File: src/rtl/asram_ctrl_pkg.sv
`timescale 1ns/1ps
package asram_ctrl_pkg;

    typedef enum logic [2:0] {
        ST_IDLE,
        ST_READ,
        ST_TURN,
        ST_WSETUP,
        ST_WPULSE,
        ST_WHOLD,
        ST_WREC
    } phase_e;

    // Round a nanosecond interval up to clock cycles, never below one cycle.
    function automatic int unsigned ns_to_cyc(input int unsigned ns, input int unsigned per);
        int unsigned c;
        c = (ns + per - 1) / per;
        return (c == 0) ? 1 : c;
    endfunction

endpackage

File: src/rtl/asram_timing.sv
`timescale 1ns/1ps
module asram_timing #(
    parameter int unsigned CLK_NS     = 4,
    parameter bit          FAST_GRADE = 1'b1,
    parameter int unsigned CNT_W      = 8
) (
    output logic [CNT_W-1:0] rd_cyc,
    output logic [CNT_W-1:0] we_cyc,
    output logic [CNT_W-1:0] rec_cyc,
    output logic [CNT_W-1:0] turn_cyc
);
    import asram_ctrl_pkg::*;

    localparam int unsigned RD_NS    = FAST_GRADE ? 55 : 70;
    localparam int unsigned WC_NS    = FAST_GRADE ? 55 : 70;
    localparam int unsigned PULSE_NS = FAST_GRADE ? 30 : 35;
    localparam int unsigned SETUP_NS = FAST_GRADE ? 25 : 30;
    localparam int unsigned FLOAT_NS = FAST_GRADE ? 25 : 30;

    localparam int unsigned RD_C   = ns_to_cyc(RD_NS, CLK_NS);
    localparam int unsigned WE_C   = ns_to_cyc((PULSE_NS > SETUP_NS) ? PULSE_NS : SETUP_NS, CLK_NS);
    localparam int unsigned WC_C   = ns_to_cyc(WC_NS, CLK_NS);
    localparam int unsigned REC_C  = (WC_C > WE_C + 3) ? (WC_C - WE_C - 2) : 1;
    localparam int unsigned TURN_C = ns_to_cyc(FLOAT_NS, CLK_NS);

    assign rd_cyc   = CNT_W'(RD_C);
    assign we_cyc   = CNT_W'(WE_C);
    assign rec_cyc  = CNT_W'(REC_C);
    assign turn_cyc = CNT_W'(TURN_C);

endmodule

File: src/rtl/asram_phase_cnt.sv
`timescale 1ns/1ps
module asram_phase_cnt #(
    parameter int unsigned CNT_W = 8
) (
    input  logic             clk,
    input  logic             rst_n,
    input  logic             load,
    input  logic [CNT_W-1:0] load_val,
    output logic             done
);
    logic [CNT_W-1:0] cnt_d, cnt_q;

    always_comb begin
        cnt_d = cnt_q;
        if (load)
            cnt_d = load_val;
        else if (cnt_q != '0)
            cnt_d = cnt_q - CNT_W'(1);
    end

    always_ff @(posedge clk or negedge rst_n) begin
        if (!rst_n) cnt_q <= '0;
        else        cnt_q <= cnt_d;
    end

    assign done = (cnt_q == '0);

endmodule

File: src/rtl/asram_ctrl.sv
`timescale 1ns/1ps
module asram_ctrl #(
    parameter int unsigned CLK_NS     = 4,
    parameter bit          FAST_GRADE = 1'b1,
    parameter int unsigned ADDR_W     = 18,
    parameter int unsigned DATA_W     = 8,
    parameter int unsigned CNT_W      = 8
) (
    input  logic              clk,
    input  logic              rst_n,
    input  logic              req_valid,
    output logic              req_ready,
    input  logic              req_write,
    input  logic [ADDR_W-1:0] req_addr,
    input  logic [DATA_W-1:0] req_wdata,
    output logic              rsp_valid,
    output logic [DATA_W-1:0] rsp_rdata,
    output logic [ADDR_W-1:0] sram_addr,
    output logic              sram_ce_n,
    output logic              sram_ce2,
    output logic              sram_we_n,
    output logic              sram_oe_n,
    output logic [DATA_W-1:0] sram_dq_out,
    output logic              sram_dq_oe,
    input  logic [DATA_W-1:0] sram_dq_in
);
    import asram_ctrl_pkg::*;

    typedef struct packed {
        phase_e            ph;
        logic [ADDR_W-1:0] addr;
        logic [DATA_W-1:0] wdata;
        logic [DATA_W-1:0] rdata;
        logic              rvalid;
        logic              ce_n;
        logic              we_n;
        logic              oe_n;
        logic              dq_oe;
        logic              last_rd;
    } ctl_t;

    localparam ctl_t CTL_RST = '{ph: ST_IDLE, addr: '0, wdata: '0, rdata: '0,
                                 rvalid: 1'b0, ce_n: 1'b1, we_n: 1'b1,
                                 oe_n: 1'b1, dq_oe: 1'b0, last_rd: 1'b0};

    ctl_t             c_d, c_q;
    logic             cnt_load;
    logic [CNT_W-1:0] cnt_val;
    logic             cnt_done;
    logic [CNT_W-1:0] rd_cyc, we_cyc, rec_cyc, turn_cyc;

    asram_timing #(.CLK_NS(CLK_NS), .FAST_GRADE(FAST_GRADE), .CNT_W(CNT_W)) u_timing (
        .rd_cyc  (rd_cyc),
        .we_cyc  (we_cyc),
        .rec_cyc (rec_cyc),
        .turn_cyc(turn_cyc)
    );

    asram_phase_cnt #(.CNT_W(CNT_W)) u_cnt (
        .clk     (clk),
        .rst_n   (rst_n),
        .load    (cnt_load),
        .load_val(cnt_val),
        .done    (cnt_done)
    );

    always_comb begin
        c_d        = c_q;
        c_d.rvalid = 1'b0;
        cnt_load   = 1'b0;
        cnt_val    = '0;
        unique case (c_q.ph)
            ST_IDLE: begin
                if (req_valid) begin
                    c_d.addr  = req_addr;
                    c_d.wdata = req_wdata;
                    if (!req_write) begin
                        c_d.ph      = ST_READ;
                        c_d.ce_n    = 1'b0;
                        c_d.oe_n    = 1'b0;
                        c_d.last_rd = 1'b1;
                        cnt_load    = 1'b1;
                        cnt_val     = rd_cyc - CNT_W'(1);
                    end else if (c_q.last_rd) begin
                        c_d.ph      = ST_TURN;
                        c_d.last_rd = 1'b0;
                        cnt_load    = 1'b1;
                        cnt_val     = turn_cyc - CNT_W'(1);
                    end else begin
                        c_d.ph    = ST_WSETUP;
                        c_d.ce_n  = 1'b0;
                        c_d.dq_oe = 1'b1;
                    end
                end
            end
            ST_READ: begin
                if (cnt_done) begin
                    c_d.ph     = ST_IDLE;
                    c_d.rdata  = sram_dq_in;
                    c_d.rvalid = 1'b1;
                    c_d.ce_n   = 1'b1;
                    c_d.oe_n   = 1'b1;
                end
            end
            ST_TURN: begin
                if (cnt_done) begin
                    c_d.ph    = ST_WSETUP;
                    c_d.ce_n  = 1'b0;
                    c_d.dq_oe = 1'b1;
                end
            end
            ST_WSETUP: begin
                c_d.ph   = ST_WPULSE;
                c_d.we_n = 1'b0;
                cnt_load = 1'b1;
                cnt_val  = we_cyc - CNT_W'(1);
            end
            ST_WPULSE: begin
                if (cnt_done) begin
                    c_d.ph   = ST_WHOLD;
                    c_d.we_n = 1'b1;
                end
            end
            ST_WHOLD: begin
                c_d.ph    = ST_WREC;
                c_d.dq_oe = 1'b0;
                c_d.ce_n  = 1'b1;
                cnt_load  = 1'b1;
                cnt_val   = rec_cyc - CNT_W'(1);
            end
            ST_WREC: begin
                if (cnt_done) c_d.ph = ST_IDLE;
            end
            default: c_d = CTL_RST;
        endcase
    end

    always_ff @(posedge clk or negedge rst_n) begin
        if (!rst_n) c_q <= CTL_RST;
        else        c_q <= c_d;
    end

    assign req_ready   = (c_q.ph == ST_IDLE);
    assign rsp_valid   = c_q.rvalid;
    assign rsp_rdata   = c_q.rdata;
    assign sram_addr   = c_q.addr;
    assign sram_ce_n   = c_q.ce_n;
    assign sram_ce2    = 1'b1;
    assign sram_we_n   = c_q.we_n;
    assign sram_oe_n   = c_q.oe_n;
    assign sram_dq_out = c_q.wdata;
    assign sram_dq_oe  = c_q.dq_oe;

    p_standby_r2: assert property (@(posedge clk) disable iff (!rst_n)
        req_ready |-> sram_ce_n);
    p_read_strobes_r3: assert property (@(posedge clk) disable iff (!rst_n)
        !sram_oe_n |-> (sram_we_n && !sram_ce_n));
    p_rvalid_pulse_r3: assert property (@(posedge clk) disable iff (!rst_n)
        rsp_valid |=> !rsp_valid);
    p_data_setup_r4: assert property (@(posedge clk) disable iff (!rst_n)
        $fell(sram_we_n) |-> ($past(sram_dq_oe) && !sram_ce_n));
    p_data_hold_r4: assert property (@(posedge clk) disable iff (!rst_n)
        $rose(sram_we_n) |-> (sram_dq_oe && !sram_ce_n));
    p_write_no_oe_r4: assert property (@(posedge clk) disable iff (!rst_n)
        !sram_we_n |-> (sram_oe_n && sram_dq_oe));
    p_addr_we_high_r5: assert property (@(posedge clk) disable iff (!rst_n)
        !$stable(sram_addr) |-> (sram_we_n && $past(sram_we_n)));
    p_no_contention_r7: assert property (@(posedge clk) disable iff (!rst_n)
        sram_dq_oe |-> sram_oe_n);
    p_rvalid_idle_r8: assert property (@(posedge clk) disable iff (!rst_n)
        rsp_valid |-> req_ready);

endmodule

File: config.mk
export PLATFORM = sky130hd
export DESIGN_NAME = asram_ctrl
export DESIGN_NICKNAME = d
export VERILOG_FILES = /design/src/rtl/asram_ctrl_pkg.sv /design/src/rtl/asram_timing.sv /design/src/rtl/asram_phase_cnt.sv /design/src/rtl/asram_ctrl.sv
export SDC_FILE = /design/constraint.sdc
export NUM_CORES = 1
export LEC_CHECK = 0
export BUFFER_PORTS_ARGS = -buffer_cell sky130_fd_sc_hd__buf_2
export CAP_MARGIN = 15
export CORE_UTILIZATION = 44
export CTS_CLUSTER_SIZE = 10
export DETAILED_ROUTE_END_ITERATION = 16
export HOLD_SLACK_MARGIN = 0.1
export PLACE_DENSITY = 0.7
export SLEW_MARGIN = 15
export SYNTH_ARGS = -nofsm -noshare
export SYNTH_HDL_FRONTEND = slang
export SYNTH_SLANG_ARGS = --single-unit
File: constraint.sdc
create_clock -name clk -period 2 [get_ports clk]
set_input_delay 0.4 -clock clk [delete_from_list [all_inputs] [get_ports clk]]
set_output_delay 0.4 -clock clk [all_outputs]
set_load 0.1 [all_outputs]
## Word-level counts from Yosys, hierarchy flattened

Cells that the tools add are included.

- Divide/modulo/power cells: 0
- Add/subtract/negate cells: 1
- Shift operators: 0
- $lt $le $gt $ge: 0
- Multiplexer cells: 35
- $mul: 0
- Bitwise logic cells: 6
- Reduce and logical (&&, ||, !) cells: 19
- Equality and inequality tests: 15

Operators with widths:

| cell | count |
|---|---|
| 26-bit one-hot mux with 2 select lines | 1 |
| 29-bit 2-to-1 mux | 1 |
| 3-bit 2-to-1 mux | 6 |
| 3-bit one-hot mux with 6 select lines | 1 |
| 9-bit one-hot mux with 2 select lines | 1 |
| 8-bit 2-to-1 mux | 2 |
| 1-bit 2-to-1 mux | 13 |
| 2-bit inequality test, second input constant | 6 |
| 4-bit one-hot mux with 3 select lines | 1 |
| 6-bit OR reduction | 2 |
| 10-bit 2-to-1 mux | 1 |
| 5-bit AND reduction | 2 |
| 5-bit OR reduction | 2 |
| 3-bit equality test, second input constant | 3 |
| 1-bit one-hot mux with 3 select lines | 3 |
| 8-bit logical NOT | 1 |
| 4-bit 2-to-1 mux | 2 |
| 4-bit AND reduction | 2 |
| 8-bit nonzero test | 1 |
| 8-bit by 1-bit subtractor with 8-bit output, second input constant | 1 |
| 3-bit by 2-bit equality test with 1-bit output, second input constant | 2 |
| 1-bit NOT | 6 |
| 2-bit AND reduction | 3 |
| 2-bit by 1-bit inequality test with 1-bit output, second input constant | 2 |
| 9 further kinds | 11 |

- Memory bits (writable): 0
- Output and inout bits: 41
- Bits of input ports: 38
- Memory bits (read-only): 0
- Memories: 0
- Register bits: 51
- Word-level logic and storage cells: 87
- Bits in latches: 0

## Longest topological paths before layout

Gate-level depths: netlist of run 1.

- Word-level depth: 5
- Depth in mapped cells: 6
- Mapped depth without buffers: 6

## Hierarchy

A second synthesis of run 1 with hierarchy kept.

- Cells, all modules: 437
- Area, all modules: 3,617.2 sq um

Modules (own cells, without submodules):

| module | cells each | instances | sequential area each (sq um) | area an instance (sq um) |
|---|---|---|---|---|
| asram_ctrl | 347 | 1 | 1,079.8 | 2,875.3 |
| asram_phase_cnt | 56 | 1 | 200.2 | 494.2 |
| asram_timing | 34 | 1 | 0.0 | 247.7 |

## Worst setup path before layout of run 1

Ideal clock, no wire load.

- Kind: reg-to-output
- Start point: register c_q[40] in the netlist's numbering
- End point: output req_ready
- Required time: 1.600 ns
- Setup slack: -0.431 ns
- Path buffers: 2
- Stages on the path, launching flop included: 4
- Data arrival time: 2.031 ns
- Path through: dfrtp_1 > nor3_1 > clkbuf_1 > buf_1

- Longest elaborated chain between the ends: 1

RTL lines:

| item | line | text |
|---|---|---|
| start: declaration | asram_ctrl.sv:46 | `ctl_t c_d, c_q;` |
| start signal: assignment | asram_ctrl.sv:139 | `if (!rst_n) c_q <= CTL_RST;` |
| start signal: assignment | asram_ctrl.sv:140 | `else c_q <= c_d;` |
| 3-bit logical NOT | asram_ctrl.sv:143 | `assign req_ready = (c_q.ph == ST_IDLE);` |
| end: declaration | asram_ctrl.sv:12 | `output logic req_ready,` |

No other way between the ends.

## Final worst setup path of run 1

- Start point: register c_q[42] in the netlist's numbering
- End point: output req_ready

Same word-level chain as after synthesis.

==> impl_metrics.json, run 1 <==
{
  "status": "completed",
  "wirelength_um": 5525,
  "yosysWarnings": 0,
  "worst_slew_margin_rel": 0.6624,
  "grt.total_usage": 0.1845,
  "cts_tree": "yes",
  "drc": 0,
  "area_growth_pct": 17.74,
  "slowest_delay_ps": 470,
  "dp_hpwl_um": 4062,
  "fmax_mhz": 525.6,
  "synth_top_area_cell": "dfrtp_1",
  "holdCritPathClass": "in -> reg",
  "die-area_um2": 6407,
  "hold_path_depth": 3,
  "hold_viol": 0,
  "routedWlPerCell_um": 13.35,
  "synth_top_area_frac": 0.4482,
  "min_period_ps": 1903,
  "die_y_um": 80.05,
  "postSynthNetCount": 330,
  "synthAdderAreaFrac": 0.01867,
  "use_met1": 0.2584,
  "rsz0062_at_grt": "no",
  "cp_top_family": "flip-flops",
  "hp-start": "req_wdata[3]",
  "synthXorXnorAreaFrac": 0.01634,
  "tightest_slew_ps": 493.7,
  "use_met2": 0.2906,
  "antenna_cells": 0,
  "route.antenna.remaining_nets": 0,
  "synthFlopType": "dfrtp_1",
  "cts_num_sinks": 51,
  "crit_path_end_kind": "output pin",
  "rrSetupSlack_ps": 120,
  "routed_via_density": 5.268,
  "fp-row-count": 28,
  "grtUsageMet3": 0.03429,
  "coreArea_um2": 5886,
  "nFillCells": 549,
  "antenna_found_initial": 0,
  "cp_cell_sequence": "nor3_2 > buf_4 > buf_12",
  "grt_pass1_vias": 1917,
  "cp_max_fo": 8,
  "synthArstFlopShare": 1.000,
  "start_util": 0.4554,
  "insertion_delay_ps": 310,
  "drive_gt1_frac": 0.3510,
  "grt_pass1_wl_um": 9149,
  "maxCapViolations": 0,
  "ys_ff_latch": 51,
  "r2r_end": "u_cnt.cnt_q[6]",
  "fin_skew_ps": 11.22,
  "arrival_ps": 1500,
  "synth_cell_type_count": 47,
  "synth_area_per_cell_um2": 9.306,
  "path_buf_inv": 2,
  "synth_edf_count": 0,
  "drt_first_pass_iters": 4,
  "port_buffers": 77,
  "synth_top_family_by_area": "compound AO/OA/AOI/OAI gates",
  "yosysSeqAreaShare": 0.4776,
  "cts_buffers": 5,
  "worstSetupPathType": "reg -> out",
  "r2r_cells": 6,
  "top_usage_layer": "met2",
  "cpMaxStageDelayCell": "dfrtp_1",
  "tns_ps": 0,
  "place_congestion": 0.8817,
  "finalNetCount": 380,
  "holdPathEnd": "sram_dq_out[3]",
  "setup_violations": 0,
  "drtIter0Drc": 101,
  "required_ps": 1600,
  "synth_area_leaders": "dfrtp_1, buf_4, nand2_1",
  "synth_cells": 288,
  "min_period_over_period": 0.9513,
  "synth-compound-area-share": 0.1863,
  "slew_violations": 0,
  "grt_max_degree": 54,
  "clockBufferDepth": 2,
  "synthMuxAreaShare": 0.004202,
  "synthSimpleGateAreaFrac": 0.1685,
  "routed-via-count": 2181,
  "r2r-start": "u_cnt.cnt_q[0]",
  "io_pins": 79,
  "h-tree-depth": 2,
  "startpoint_type": "flop",
  "clk_pin_slew_worst_paths_ps": 90,
  "overflow": 0,
  "syn_area_um2": 2680,
  "die_w_um": 80.05,
  "root_buffer": "clkbuf_8"
}
[sequential cells by signal, indices dropped and copies added, names as in the netlist]
name	flops
sram_addr	18
rsp_rdata	8
sram_dq_out	8
u_cnt.cnt_q	8
c_q	4
rsp_valid	1
sram_ce_n	1
sram_dq_oe	1
sram_oe_n	1
sram_we_n	1
[layout by cell type (no fill, tap or decap), types with 2 or more instances in the layout]
master,count
buf_2,76
nand2_1,60
dfrtp_1,48
o21ai_0,34
buf_4,13
a22oi_1,9
o2bb2ai_1,8
clkbuf_8,7
nor2_1,6
inv_1,5
a21oi_1,5
nor2b_1,4
nand3_1,4
xnor2_1,4
a211oi_1,4
ha_1,4
nand2b_1,3
buf_12,3
dfstp_2,3
nor3_2,2
a22o_1,2
nor3_1,2
a31oi_1,2
or2_2,2
[layer usage]
metal / routed length [um] / part of all wire
met1: 2682 / 0.49
met2: 2464 / 0.45
met3: 320 / 0.058
met4: 58 / 0.010
met5: 0 / 0
[cell families after synthesis]
kind of cell	after synthesis
mux	1
compound gates	77
other cells	1
simple gates	94
buf+inv	55
fa+ha+maj	4
xor+xnor	5
flops	51
[stage by stage]
step | setup slack (ps) | instances | cell area (um^2) | util | hold WS, ps
floorplan | 76.79 | 288 | 2681 | - | 104.4
global placement | 72.76 | 404 | 2999 | 0.5096 | 396.5
detailed placement | 35.19 | 404 | 2999 | 0.5096 | 395.9
CTS | 4.257 | 413 | 3113 | 0.5289 | 319.7
global route | 17.71 | 414 | 3156 | 0.5361 | 332.1
finish | 97.46 | 414 | 3156 | 0.5361 | 328.5
[area by class of cell]
type / instances / area (um^2) / share of cell area
clock buffers: 7 / 96.34 / 0.03053
well taps: 75 / 93.84 / 0.02974
repair buffers: 93 / 548.0 / 0.1737
multi-input cells: 182 / 1111 / 0.3521
flip-flops and latches: 51 / 1280 / 0.4056
inverters: 5 / 18.77 / 0.005948
clock inverters: 1 / 7.507 / 0.002379
[worst max path at each step]
stage,startpoint,endpoint,cells past startpoint
2_1_floorplan,c_q[40],req_ready,3
3_3_place_gp,u_cnt.cnt_q[0],u_cnt.cnt_q[6],6
3_5_place_dp,u_cnt.cnt_q[0],rsp_rdata[1],6
4_1_cts,u_cnt.cnt_q[0],c_q[40],6
5_1_grt,u_cnt.cnt_q[0],u_cnt.cnt_q[6],6
6_report,c_q[42],req_ready,3
[worst min-delay path, stage by stage]
cell and delay [ps]:
buf_2 90, nand2_1 40, o21ai_0 60
[synthesized netlist by cell type, types with 2 or more instances]
cell type and number:
nand2_1 60, dfrtp_1 48, buf_4 35, o21ai_0 34, clkbuf_1 10, a22oi_1 9, o2bb2ai_1 8, nor2_1 7
a21oi_1 5, inv_1 5, a211oi_1 4, ha_1 4, nand3_1 4, nor2b_1 4, nor3_1 4, xnor2_1 4
buf_1 3, dfstp_2 3, nand2b_1 3, a2111oi_0 2, a22o_1 2, a31oi_1 2, buf_2 2, or2_2 2
or3b_2 2
[what timing repair did]
item                       CTS  global route
hold buffers                 1             0
resized for setup            0             9
setup buffers                0             1
setup endpoints to repair    0            11
hold endpoints to repair    18             0
Power of run 1 is not shown: default switching activity piles up to over one toggle a cycle in this logic, so the estimate is an artifact.
==> inputs of run 2 (changes only) <==
--- a/config.mk
+++ b/config.mk
@@ -5,13 +5,14 @@
 export SDC_FILE = /design/constraint.sdc
 export NUM_CORES = 1
 export LEC_CHECK = 0
+export ABC_AREA = 1
 export BUFFER_PORTS_ARGS = -buffer_cell sky130_fd_sc_hd__buf_2
 export CAP_MARGIN = 15
 export CORE_UTILIZATION = 44
 export CTS_CLUSTER_SIZE = 10
 export DETAILED_ROUTE_END_ITERATION = 16
 export HOLD_SLACK_MARGIN = 0.1
-export PLACE_DENSITY = 0.7
+export PLACE_DENSITY = 0.69
 export SLEW_MARGIN = 15
 export SYNTH_ARGS = -nofsm -noshare
 export SYNTH_HDL_FRONTEND = slang
==> impl_metrics.json, run 2 <==
{
  "cts_setup_buffers": 0,
  "cp_max_fo": 6,
  "overflow": 0,
  "synth_area_per_cell_um2": 8.465,
  "root_buffer": "clkbuf_8",
  "holdCritPathClass": "in -> reg",
  "grt_max_degree": 34,
  "final_cells": 482,
  "arrival_ps": 1470,
  "port_buffers": 77,
  "min_period_ps": 1873,
  "h-tree-depth": 2,
  "slew_violations": 0,
  "grt.total_usage": 0.1735,
  "die_y_um": 84.99,
  "yosysSeqAreaShare": 0.4224,
  "worstSetupPathType": "reg -> out",
  "required_ps": 1600,
  "setup_slack_ps": 127.3,
  "synth_area_leaders": "dfrtp_1, nand2_1, buf_4",
  "rsz0062_at_grt": "no",
  "yosysMostFrequentCell": "nand2_1",
  "synthFlopType": "dfrtp_1",
  "fin_skew_ps": 4.542,
  "synth_edf_count": 0,
  "syn_area_um2": 3030,
  "antenna_found_initial": 0,
  "mostFrequentLayoutCells": "nand2_1, buf_2, dfrtp_1",
  "crit_path_end_kind": "output pin",
  "synth_cell_type_count": 31,
  "cts_num_sinks": 51,
  "min_period_over_period": 0.9364,
  "cts_buffers": 5,
  "cts_tree": "yes",
  "synthArstFlopShare": 1.000,
  "synth_cells": 358,
  "route.antenna.remaining_nets": 0,
  "clk_pin_slew_worst_paths_ps": 90,
  "routedWlPerCell_um": 12.50,
  "drc": 0,
  "area_growth_pct": 10.82,
  "hold_viol": 0,
  "clockBufferDepth": 2,
  "place_inst": 473,
  "largest_register_ffs": 18,
  "insertion_delay_ps": 300,
  "die-area_um2": 7223,
  "setup_violations": 0,
  "ys_top_cells_by_count": "nand2_1, dfrtp_1, buf_4",
  "layout_commonest_cell": "nand2_1",
  "cpMaxStageDelayCell": "dfrtp_1",
  "grt_pass1_wl_um": 10050,
  "ys_ff_latch": 51,
  "routed-via-count": 2296,
  "start_util": 0.4666,
  "place_congestion": 0.9026,
  "hold_path_depth": 3,
  "wirelength_um": 6027,
  "fp-row-count": 29,
  "dp_hpwl_um": 4556,
  "antenna_cells": 0,
  "finalNetCount": 446,
  "drtIter0Drc": 127,
  "coreArea_um2": 6495,
  "preCtsSetupSlack_ps": 302.7,
  "tns_ps": 0,
  "status": "completed",
  "cp_cell_sequence": "inv_1 > nand2_1 > nor2_4 > buf_12",
  "routed_via_density": 4.763,
  "yosysWarnings": 0,
  "maxCapViolations": 0,
  "die_w_um": 84.99,
  "grt_pass1_vias": 2151,
  "r2r_cells": 9,
  "postSynthNetCount": 400,
  "fmax_mhz": 534.0,
  "synth_top_area_cell": "dfrtp_1",
  "startpoint_type": "flop",
  "synth_top_area_frac": 0.3964,
  "io_pins": 79,
  "drive_gt1_frac": 0.4198,
  "slowest_delay_ps": 440,
  "drt_first_pass_iters": 4
}
-- run 2: layout make-up --
| class | count | area (um^2) |
|---|---|---|
| Clock buffer | 7 | 86.33 |
| Clock inverter | 1 | 8.758 |
| Fill cell | 615 | 3137 |
| Inverter | 29 | 108.9 |
| Multi-Input combinational cell | 233 | 1285 |
| Sequential cell | 51 | 1280 |
| Tap cell | 77 | 96.34 |
| Timing Repair Buffer | 84 | 493.0 |
-- run 2: cells by family after synthesis --
family	synth area share
other cells	0.001237
xor+xnor	0.008672
simple gates	0.2965
flops	0.4224
compound gates	0.09950
fa+ha+maj	0.01652
buf+inv	0.1552
-- run 2: through the flow --
step / hold WS, ps / cell area, um^2 / util
detailed placement: 382.6 / 3248 / 0.5001
CTS: 282.0 / 3353 / 0.5163
finish: 291.5 / 3358 / 0.5170
floorplan: 104.4 / 3030 / -
global placement: 373.6 / 3248 / 0.5001
global route: 296.3 / 3358 / 0.5170
-- run 2: worst max-delay path, delay by kind of cell (launching register included) --
family	cells	cell delay (ps)
and+or+nand+nor	2	330
buffers and inverters	2	400
DFF	1	440
-- run 2: final timing paths --
path | start | to | slack [ps]
max | c_q[40] | req_ready | 130
min | sram_dq_in[5] | rsp_rdata[5] | 290
max reg2reg | c_q[42] | sram_addr[2] | 240
min reg2reg | sram_oe_n | sram_oe_n | 470
max in group asynchronous | rst_n | rsp_rdata[3] | 890
min in group asynchronous | rst_n | sram_dq_oe | 580
-- run 2: routing by layer --
metal | vias up | part of all wire | GRT usage
met1 | 1025 | 0.47 | 0.2376
met4 | 0 | 0.012 | 0.04931
met2 | 94 | 0.46 | 0.2859
met3 | 8 | 0.058 | 0.02724
li1 | 1169 | - | -
met5 | - | 0 | 0
-- run 2: what timing repair did --
item	4_1_cts	5_1_grt
gates resized for setup	0	1
endpoints found under the setup margin	0	1
endpoints found under the hold margin	15	0
hold buffers	1	0
Power of run 2 is left out for the same reason.
==> inputs of run 3 (changes only) <==
--- a/config.mk
+++ b/config.mk
@@ -9,11 +9,11 @@
 export BUFFER_PORTS_ARGS = -buffer_cell sky130_fd_sc_hd__buf_2
 export CAP_MARGIN = 15
 export CORE_UTILIZATION = 44
-export CTS_CLUSTER_SIZE = 10
 export DETAILED_ROUTE_END_ITERATION = 16
 export HOLD_SLACK_MARGIN = 0.1
-export PLACE_DENSITY = 0.69
+export PLACE_DENSITY = 0.67
 export SLEW_MARGIN = 15
 export SYNTH_ARGS = -nofsm -noshare
 export SYNTH_HDL_FRONTEND = slang
+export SYNTH_HIERARCHICAL = 1
 export SYNTH_SLANG_ARGS = --single-unit
==> impl_metrics.json, run 3 <==
{
  "status": "completed",
  "required_ps": 1600,
  "hp-start": "sram_dq_in[4]",
  "routed_via_density": 4.564,
  "setup_violations": 0,
  "cp-startpoint": "c_q[42]",
  "wirelength_um": 7394,
  "startpoint_type": "flop",
  "min_period_ps": 1889,
  "overflow": 0,
  "yosysWarnings": 6,
  "tns_ps": 0,
  "root_buffer": "clkbuf_8",
  "cpMaxStageDelayCell": "dfrtp_1",
  "ys_top_cells_by_count": "nand2_1, inv_1, buf_4",
  "layout_commonest_cell": "nand2_1",
  "start_util": 0.4616,
  "coreArea_um2": 8341,
  "clockBufferDepth": 2,
  "io_pins": 79,
  "synthFlopType": "dfrtp_1",
  "slew_violations": 0,
  "place_inst": 664,
  "slowest_delay_ps": 470,
  "fmax_mhz": 529.3,
  "area_growth_pct": 7.897,
  "fin_util": 0.4981,
  "routed-via-count": 3090,
  "die-area_um2": 9128,
  "min_period_over_period": 0.9446,
  "r2r-start": "c_q[42]",
  "place_congestion": 0.8993,
  "port_buffers": 77,
  "routedWlPerCell_um": 10.92,
  "synthXorXnorAreaFrac": 0.01365,
  "grt_pass1_vias": 2755,
  "synth_cell_type_count": 40,
  "synth_area_per_cell_um2": 7.404,
  "synth_cells": 520,
  "largest_register_ffs": 18,
  "arrival_ps": 1490,
  "yosysSeqAreaShare": 0.3325,
  "path_buf_inv": 2,
  "insertion_delay_ps": 310,
  "finalNetCount": 615,
  "grt.total_usage": 0.1660,
  "crit_path_end_kind": "output pin",
  "grt_max_degree": 54,
  "grt_pass1_wl_um": 12030,
  "holdCritPathClass": "in -> reg",
  "drtIter0Drc": 143,
  "synth_area_leaders": "dfrtp_1, buf_4, nand2_1",
  "dp_hpwl_um": 5626,
  "synthMuxAreaShare": 0,
  "clk_pin_slew_worst_paths_ps": 100,
  "cp_max_fo": 34,
  "cts_buffers": 5,
  "cts_num_sinks": 51,
  "syn_area_um2": 3850,
  "hold_viol": 0,
  "drt_first_pass_iters": 4,
  "maxCapViolations": 0,
  "synth_top_area_cell": "dfrtp_1",
  "die_y_um": 95.54,
  "route.antenna.remaining_nets": 0,
  "die_w_um": 95.54,
  "synthAdderAreaFrac": 0.01950,
  "antenna_cells": 0,
  "cp_cell_sequence": "nor3_4 > buf_8 > buf_12",
  "ys_ff_latch": 51,
  "synth_top_area_frac": 0.3120,
  "drc": 0,
  "synthArstFlopShare": 1.000,
  "fp-row-count": 33,
  "worstSetupPathType": "reg -> out",
  "drive_gt1_frac": 0.2587,
  "mostFrequentLayoutCells": "nand2_1, inv_1, buf_2",
  "final_cells": 677,
  "synthSimpleGateAreaFrac": 0.2681,
  "synth_top_family_by_area": "simple AND/OR/NAND/NOR gates",
  "synth-compound-area-share": 0.1147,
  "fin_skew_ps": 11.63,
  "antenna_found_initial": 0,
  "cts_tree": "yes",
  "synth_edf_count": 0,
  "cp_top_family": "flip-flops",
  "h-tree-depth": 2,
  "yosysMostFrequentCell": "nand2_1"
}
-- run 3: cell count changes after synthesis, moves of 4 or more --
cell / previous run / this run
a21oi_1: 1 / 5
nand2_2: 27 / 4
o22ai_1: 0 / 4
nand2_1: 106 / 116
nand4_1: 1 / 7
nand3_1: 12 / 50
o21ai_2: 26 / 19
nor2_2: 6 / 1
inv_1: 22 / 81
nor2_1: 19 / 26
buf_4: 37 / 68
o21ai_0: 7 / 32
-- run 3: what timing repair did --
item | CTS | global route
hold endpoints to repair | 48 | 0
hold buffers | 1 | 0
pin swaps | 0 | 2
setup endpoints to repair | 1 | 17
setup buffers | 0 | 4
resized for setup | 1 | 9
-- run 3: per-layer routing --
layer,track usage,vias up,share of wire
met4,0.04104,0,0.011
met3,0.01994,5,0.051
met2,0.2917,79,0.47
li1,-,1628,-
met5,0,-,0
met1,0.2156,1378,0.47
-- run 3: through the flow --
| stage | hold slack, ps | setup WS [ps] | instance area (um^2) |
|---|---|---|---|
| floorplan | 104.4 | 212.5 | 3963 |
| global placement | 410.4 | 97.76 | 3970 |
| detailed placement | 412.8 | 28.24 | 3970 |
| CTS | 275.9 | 10.49 | 4094 |
| global route | 284.7 | -13.73 | 4154 |
| finish | 282.9 | 110.7 | 4154 |
-- run 3: final timing paths --
check / slack [ps] / endpoint / depth (start not counted)
setup reg to reg: 120 / u_cnt/cnt_q[0] / 8
hold / removal: 280 / rsp_rdata[4] / 3
max in group asynchronous: 1090 / sram_oe_n / 3
min in group asynchronous: 600 / sram_addr[15] / 3
hold reg to reg: 470 / rsp_rdata[2] / 2
setup / recovery: 110 / req_ready / 3
-- run 3: worst reg2reg max path, cell delays in order (launching register included) --
cell	delay [ps]
dfrtp_1	470
nor3_4	250
o21ai_0	160
o21ai_0	380
buf_4	240
nand2_1	60
o21ai_0	80
nand2_1	110
o21ai_2	70
-- run 3: logic make-up after synthesis --
kind of cell | Yosys count
and+or+nand+nor | 220
buffers and inverters | 166
AOI/OAI and AO/OA | 68
DFF | 51
xor gates and xnor gates | 6
adders and majority gates | 6
other | 3
-- run 3: area by class of cell --
type,instances,area [um^2]
Clock buffer,6,72.57
Inverter,88,332.8
Timing Repair Buffer,92,548.0
Tap cell,105,131.4
Fill cell,823,4187
Clock inverter,2,37.54
Multi-Input combinational cell,333,1749
Sequential cell,51,1282
Power of run 3 is left out for the same reason.
